===== src/rtl/tpf_pkg.sv =====
package tpf_pkg;
  localparam int PIX_W  = 4;
  localparam int BYTE_W = 8;

  // strobes from control to datapath
  typedef struct packed {
    logic launch;   // request accepted this edge: register address/nibble
    logic capture;  // ROM byte present this cycle: register pixel
  } strobe_t;
endpackage


===== src/rtl/tpf_ctrl.sv =====
module tpf_ctrl (
  input  logic             clk,
  input  logic             rst,
  input  logic             reqValid,
  output logic             reqReady,
  output logic             romRd,
  output logic             pixValid,
  output tpf_pkg::strobe_t stb
);
  logic readyQ, rdQ, dataQ, pixQ;
  logic accept;

  assign accept = reqValid && readyQ;

  always_ff @(posedge clk) begin
    if (rst) begin
      readyQ <= 1'b0;
      rdQ    <= 1'b0;
      dataQ  <= 1'b0;
      pixQ   <= 1'b0;
    end else begin
      readyQ <= 1'b1;
      rdQ    <= accept;
      dataQ  <= rdQ;
      pixQ   <= dataQ;
    end
  end

  assign reqReady    = readyQ;
  assign romRd       = rdQ;
  assign pixValid    = pixQ;
  assign stb.launch  = accept;
  assign stb.capture = dataQ;

  // once ready, stays ready
  p_ready_sticky_r1: assert property (@(posedge clk) disable iff (rst)
    $past(reqReady) |-> reqReady);
  // no read unless the block was ready the edge before
  p_no_rd_before_ready_r1: assert property (@(posedge clk) disable iff (rst)
    romRd |-> $past(reqReady));
  // a pixel is always two cycles behind a read
  p_pix_after_rd_r8: assert property (@(posedge clk) disable iff (rst)
    pixValid |-> $past(romRd, 2));
endmodule


===== src/rtl/tpf_datapath.sv =====
module tpf_datapath #(
  parameter int CODE_W = 9,
  parameter int POS_W  = 4,
  parameter int ADDR_W = CODE_W + 7
) (
  input  logic                      clk,
  input  logic                      rst,
  input  tpf_pkg::strobe_t          stb,
  input  logic                      reqSprite,
  input  logic [CODE_W-1:0]         reqCode,
  input  logic [POS_W-1:0]          reqCol,
  input  logic [POS_W-1:0]          reqRow,
  input  logic                      reqFlip,
  input  logic                      altColMode,
  input  logic                      romRd,
  output logic                      romSprite,
  output logic [ADDR_W-1:0]         romAddr,
  input  logic [tpf_pkg::BYTE_W-1:0] romData,
  output logic [tpf_pkg::PIX_W-1:0]  pixData
);
  import tpf_pkg::*;

  localparam int CHAR_ADDR_W = CODE_W + 5;  // 32 bytes per character
  localparam int SPR_ADDR_W  = CODE_W + 7;  // 128 bytes per sprite
  localparam logic [2:0] ROT = 3'd6;

  logic [POS_W-1:0]       colEff, rowEff;
  logic [2:0]             charCol;
  logic [CHAR_ADDR_W-1:0] charAddr;
  logic [SPR_ADDR_W-1:0]  sprAddr;
  logic [ADDR_W-1:0]      nextAddr;
  logic                   nextNib;
  logic                   nibQ, nibData;

  // mirror is a bitwise invert: 7-x on 3 bits, 15-x on 4 bits
  assign colEff  = reqFlip ? ~reqCol : reqCol;
  assign rowEff  = reqFlip ? ~reqRow : reqRow;
  assign charCol = altColMode ? (colEff[2:0] + ROT) : colEff[2:0];

  // character: code | row | stored column pair
  assign charAddr = {reqCode, rowEff[2:0], charCol[2:1]};
  // sprite: code | lower quadrant | right quadrant | row | column pair
  assign sprAddr  = {reqCode, rowEff[3], colEff[3], rowEff[2:0], colEff[2:1]};

  always_comb begin
    if (reqSprite) begin
      nextAddr = ADDR_W'(sprAddr);
      nextNib  = colEff[0];
    end else begin
      nextAddr = ADDR_W'(charAddr);
      nextNib  = charCol[0];
    end
  end

  always_ff @(posedge clk) begin
    if (rst) begin
      romAddr   <= '0;
      romSprite <= 1'b0;
      nibQ      <= 1'b0;
      nibData   <= 1'b0;
      pixData   <= '0;
    end else begin
      if (stb.launch) begin
        romAddr   <= nextAddr;
        romSprite <= reqSprite;
        nibQ      <= nextNib;
      end
      nibData <= nibQ;
      if (stb.capture)
        pixData <= nibData ? romData[PIX_W-1:0] : romData[BYTE_W-1:PIX_W];
    end
  end

  // character reads stay inside the character region
  p_char_range_r2: assert property (@(posedge clk) disable iff (rst)
    (romRd && !romSprite) |-> (romAddr < ADDR_W'(1 << CHAR_ADDR_W)));
  // the pixel register only moves on a capture strobe
  p_pix_hold_r8: assert property (@(posedge clk) disable iff (rst)
    !stb.capture |=> $stable(pixData));
endmodule


===== src/rtl/tile_pix_fetch.sv =====
module tile_pix_fetch #(
  parameter int CODE_W = 9,
  parameter int POS_W  = 4,
  parameter int ADDR_W = CODE_W + 7
) (
  input  logic              clk,
  input  logic              rst,
  input  logic              reqValid,
  output logic              reqReady,
  input  logic              reqSprite,
  input  logic [CODE_W-1:0] reqCode,
  input  logic [POS_W-1:0]  reqCol,
  input  logic [POS_W-1:0]  reqRow,
  input  logic              reqFlip,
  input  logic              altColMode,
  output logic              romRd,
  output logic              romSprite,
  output logic [ADDR_W-1:0] romAddr,
  input  logic [7:0]        romData,
  output logic              pixValid,
  output logic [3:0]        pixData
);
  tpf_pkg::strobe_t stb;

  tpf_ctrl u_ctrl (
    .clk      (clk),
    .rst      (rst),
    .reqValid (reqValid),
    .reqReady (reqReady),
    .romRd    (romRd),
    .pixValid (pixValid),
    .stb      (stb)
  );

  tpf_datapath #(.CODE_W(CODE_W), .POS_W(POS_W), .ADDR_W(ADDR_W)) u_dp (
    .clk        (clk),
    .rst        (rst),
    .stb        (stb),
    .reqSprite  (reqSprite),
    .reqCode    (reqCode),
    .reqCol     (reqCol),
    .reqRow     (reqRow),
    .reqFlip    (reqFlip),
    .altColMode (altColMode),
    .romRd      (romRd),
    .romSprite  (romSprite),
    .romAddr    (romAddr),
    .romData    (romData),
    .pixData    (pixData)
  );
endmodule


===== config.mk =====
export PLATFORM = sky130hd
export DESIGN_NAME = tile_pix_fetch
export DESIGN_NICKNAME = d
export VERILOG_FILES = /design/src/rtl/tpf_pkg.sv /design/src/rtl/tpf_ctrl.sv /design/src/rtl/tpf_datapath.sv /design/src/rtl/tile_pix_fetch.sv
export SDC_FILE = /design/constraint.sdc
export NUM_CORES = 1
export LEC_CHECK = 0
export BUFFER_PORTS_ARGS = -buffer_cell sky130_fd_sc_hd__buf_2
export CORE_AREA = 2 2 57 59
export DETAILED_ROUTE_END_ITERATION = 8
export DIE_AREA = 0 0 59 61
export PLACE_DENSITY = 0.74
export SLEW_MARGIN = 20
export SYNTH_ARGS = -nofsm -noshare
export SYNTH_HDL_FRONTEND = slang
export SYNTH_HIERARCHICAL = 1
export SYNTH_SLANG_ARGS = --single-unit

===== constraint.sdc =====
create_clock -name clk -period 1.17 [get_ports clk]
set_input_delay 0.0585 -clock clk [delete_from_list [all_inputs] [get_ports clk]]
set_output_delay 0.0585 -clock clk [all_outputs]
set_load 0.05 [all_outputs]

# Word level (Yosys, flattened, before mapping)
# Cells that the tools add are included.
[classes]
n_addsub = 1
reduce_logical = 1
bitwise_logic = 2
n_mux = 7
[op_table]
columns = ["operator", "n"]
rows = [
  ["$mux W16", 1],
  ["$mux W4", 3],
  ["$not A4 Y4", 2],
  ["$add A3 B3 Y3 const B", 1],
  ["$mux W3", 1],
  ["$mux W1", 2],
  ["$logic_and A1 B1 Y1", 1],
]
[word_totals]
regBits = 27
inputBits = 31
elab_cells = 20

# Depth between registers and ports, before layout
[logic_depth]
word_depth = 5
depth_mapped = 6
mapped_depth_nobuf = 4

# Modules after synthesis
# Netlist, hierarchy kept.
[modules_own_cells]
columns = ["module", "instances", "seq_area_each_um2", "area_each_um2", "cells_per_inst"]
rows = [
  ["tpf_datapath", 1, 460.4, 1032.2, 108],
  ["tpf_ctrl", 1, 80.1, 132.6, 11],
]

# Least setup slack after synthesis
# Ideal clock, no wire load.
[synth_timing]
path_type = "reg-to-reg"
start = "register u_ctrl.readyQ, in the netlist u_ctrl/reqReady"
end = "register u_dp.romSprite"
setup_slack_ps = -449
t_required_ps = 1042
period_less_slack_ps = 1619
t_arrival_ps = 1491
path_stages_with_launch = 7
path_buffers = 3
path_cell_list = "dfxtp_1 -> and2_1 -> buf_4 -> buf_2 -> buf_2 -> mux2i_1 -> nor2_1"
[synth_between]
elab_chain_len = 1
[synth_lines]
columns = ["item", "line", "source"]
rows = [
  ["start: declaration", "tpf_ctrl.sv:10", "logic readyQ, rdQ, dataQ, pixQ;"],
  ["start signal: assignment", "tpf_ctrl.sv:17", "readyQ <= 1'b0;"],
  ["start signal: assignment", "tpf_ctrl.sv:22", "readyQ <= 1'b1;"],
  ["$logic_and A1 B1 Y1", "tpf_ctrl.sv:13", "assign accept = reqValid && readyQ;"],
  ["via u_ctrl.accept", "tpf_ctrl.sv:11", "logic accept;"],
  ["end signal: assignment", "tpf_datapath.sv:65", "romSprite <= reqSprite;"],
  ["end: declaration", "tpf_datapath.sv:16", "output logic romSprite,"],
]
# The timed path passes the listed nets, and every way through them passes these cells.
# A chain may end at the register's enable or synchronous reset.

==> key figures <==
Status
  – Status: complete, no violations

Setup path
  – Reg2Reg Depth: 4
  – R2R Path Start: u_ctrl/reqReady$_DFF_P_
  – Critical Path End Type: flop
  – CP max FO: 16
  – Critical path arrival: 1.30 ns
  – Startpoint class of the critical path: flop
  – Worst path required time: 1.38 ns
  – Critical path type: reg2reg
  – Reg-to-Reg End: u_dp/romSprite$_SDFFE_PP0P_
  – R2R setup slack: 0.08 ns

Placed design
  – Total placed cells including tap cells: 198
  – Post-DP HPWL: 1920 um
  – Setup slack at placement: -0.0344 ns
  – Port Buf Inserts: 54
  – Gp weighted congestion: 0.660

Timing
  – Worst slew pin tran: 0.462 ns
  – Setup WS post-layout: 0.0849 ns
  – Tmin final: 1.09 ns
  – Final Skew: 0.00252 ns
  – Final setup violation count: 0
  – Max Fclk: 0.922 GHz
  – Final setup TNS: 0 ns
  – Fin. Hold Viols: 0
  – Slew HR: 0.692
  – Fin crit share: 0.927
  – Final max-slew violation count: 0

Die
  – Initial Utilization: 0.394
  – Die ar.: 0.00360 mm2
  – Die width: 59 um
  – FP Rows: 20
  – Top Ports: 55
  – Chip height: 61 um
  – Core area: 0.00295 mm2

Synthesis
  – Seq cells post-synth: 27
  – Main combinational cell family by area after synthesis: simple AND/OR/NAND/NOR gates
  – Sequential area share after synthesis: 0.464
  – Post-synth top area share: 0.464
  – Mapped Area: 0.00116 mm2
  – XOR/XNOR Fraction of Synth Area: 0.0602
  – Yosys top cell by area: dfxtp_1
  – Post-synthesis compound-gate area fraction: 0.144
  – Area contributors post-synth: dfxtp_1, mux2i_1, a211oi_1
  – Syn nets: 150
  – Adder-Cell Fraction of Synth Area: 0
  – Simple-gate share of the synthesized area: 0.147
  – Yosys cell types: 26
  – Syn avg cell area: 9.79 um2
  – Mux cell area share after synthesis: 0.120
  – Yosys warnings: 6
  – Synth Instances: 119

Drt
  – Post-DRT Antenna Nets: 0
  – Vias: 1,022
  – Via density per instance: 5.03
  – Post-route DRC: 0
  – Routed WL: 2530 um
  – 1st-iter DRT viols: 38
  – Drt wl/cell: 12.5 um
  – First drt pass iteration count: 4

Clock network
  – CTS H-tree depth: 1
  – Clk Latency, worst-skew pair: 0.32 ns
  – Clock sink total: 27
  – CTS Buffer Depth: 2
  – TritonCTS Buffers: 3
  – Clock-pin slew on the worst setup and hold paths: 0.13 ns
  – CTS tree: done
  – Root buffer cell: clkbuf_4

Power
  – Total power density per cell area: 1220 mW/mm2
  – Leak: 0.699 nW
  – Peak VDD IR: 0.825 mV
  – Total power: 0.00185 W

Hold path
  – Hold Crit Class: in2reg
  – Hold EP: u_dp/romAddr[15]$_SDFFE_PP0P_
  – Worst hold path stage count: 3
  – Worst Min Path Start: reqCode[8]

Final layout
  – Layout Nets: 202
  – Finished Layout Cells: 203
  – Share of cells above drive strength 1: 0.418
  – Area Growth Syn to Fin: 30.3%
  – N_diodes: 0

GRT
  – Number of global-route vias before repair: 954
  – Global-route wire length before repair: 4050 um
  – Total track usage: 0.148
  – Gr ovfl total: 0
  – Largest net degree at the start of global routing: 29
  – Antenna violations before repair: 0

Run
  – Max Cap Viol: 0
what timing repair did:
action / in CTS / in global routing
hold buffers: 2 / 0
endpoints found under the setup margin: 1 / 11
gates resized for setup: 2 / 7
pin swaps: 0 / 1
setup buffers: 0 / 0
hold endpoints to repair: 2 / 0
routing by layer:
metal / share of wire / track usage
met1: 0.40 / 0.164
met2: 0.50 / 0.276
met3: 0.095 / 0.0597
met4: 0 / 0.0162
met5: 0 / 0
Yosys cell counts:
cell	n
and3b_2	1
buf_2	3
dfxtp_1	27
a2111oi_1	1
nand2b_1	1
nand3_1	2
nor2_1	17
clkbuf_1	3
a21o_1	1
a2111oi_0	1
buf_6	1
nand2_1	5
o22ai_1	3
xnor2_1	6
a21oi_1	2
mux2i_1	14
nand2b_4	1
and2b_2	2
inv_1	2
buf_1	2
nor3b_2	1
buf_4	3
nor2b_1	1
a211oi_1	15
and2_1	2
xor2_1	2
power breakdown:
part | internal [W] | switching, W | leakage (nW) | total [W]
registers | 0.000968 | 0.0000279 | 0.222 | 0.000996
logic | 0.000163 | 0.000300 | 0.459 | 0.000464
clock network | 0.000128 | 0.000261 | 0.0177 | 0.000390
worst max-delay path: stages, from the launching register on:
cell and delay, ns:
dfxtp_4 0.37, and2_4 0.18, buf_6 0.17, mux2i_1 0.21
nor2_1 0.05
cell type report:
type | instances | area [um2]
inverter | 2 | 10.0
sequential | 27 | 544
timing repair buffer | 59 | 319
clock buffer | 3 | 22.5
fill | 285 | 1440
tap | 33 | 41.3
clock inverter | 1 | 5.00
multi-input combinational | 78 | 576
how the worst max path moves through the flow:
| stage | start | endpoint | slack (ns) | depth (start not counted) |
|---|---|---|---|---|
| final | u_ctrl/reqReady$_DFF_P_ | u_dp/romSprite$_SDFFE_PP0P_ | 0.08 | 4 |
| after global routing | u_ctrl/reqReady$_DFF_P_ | u_dp/romAddr[1]$_SDFFE_PP0P_ | -0.006 | 3 |
| after CTS | u_ctrl/reqReady$_DFF_P_ | u_dp/romSprite$_SDFFE_PP0P_ | 0.007 | 4 |
| after detailed placement | u_ctrl/reqReady$_DFF_P_ | u_dp/romAddr[1]$_SDFFE_PP0P_ | -0.03 | 4 |
| after global placement | u_ctrl/reqReady$_DFF_P_ | u_dp/romSprite$_SDFFE_PP0P_ | 0.06 | 4 |
| after floorplan | u_ctrl/reqReady$_DFF_P_ | u_dp/romAddr[1]$_SDFFE_PP0P_ | -0.15 | 5 |
layout by cell type, fill, tap and decap left out, types with 2 or more instances in the layout:
cell type      Yosys  final
dlygate4sd3_1      0      2
o22ai_1            3      3
xor2_1             2      2
clkbuf_4           0      3
buf_2              3     53
nor2_1            17     17
and2b_2            2      2
a21oi_1            2      2
mux2i_1           14     14
dfxtp_1           27     26
xnor2_1            6      6
nand3_1            2      2
a211oi_1          15     15
buf_4              3      3
nand2_1            5      5
flip-flops by register name, summed over array words and instances, names as in the netlist:
signal           count
u_ctrl/pixValid      1
u_dp/romAddr        16
u_ctrl/dataQ         1
u_ctrl/romRd         1
u_dp/romSprite       1
u_dp/nibData         1
u_dp/nibQ            1
u_dp/pixData         4
u_ctrl/reqReady      1
kinds of logic (layout without fill, tap and decap cells):
family / count (synthesis) / in the layout
xor+xnor: 8 / 8
flops: 27 / 27
compound gates: 23 / 23
simple gates: 33 / 33
buf+inv: 14 / 65
mux: 14 / 14
per-stage QoR:
stage          instance area [um2]  utilization  hold slack [ns]
3_5_place_dp                  1440        0.489            0.337
6_report                      1520        0.514          0.00965
2_1_floorplan                 1180            -            0.114
4_1_cts                       1500        0.507          0.00318
3_3_place_gp                  1440        0.489            0.335
5_1_grt                       1520        0.514          0.00714
Power figures use the tool's default switching activity.
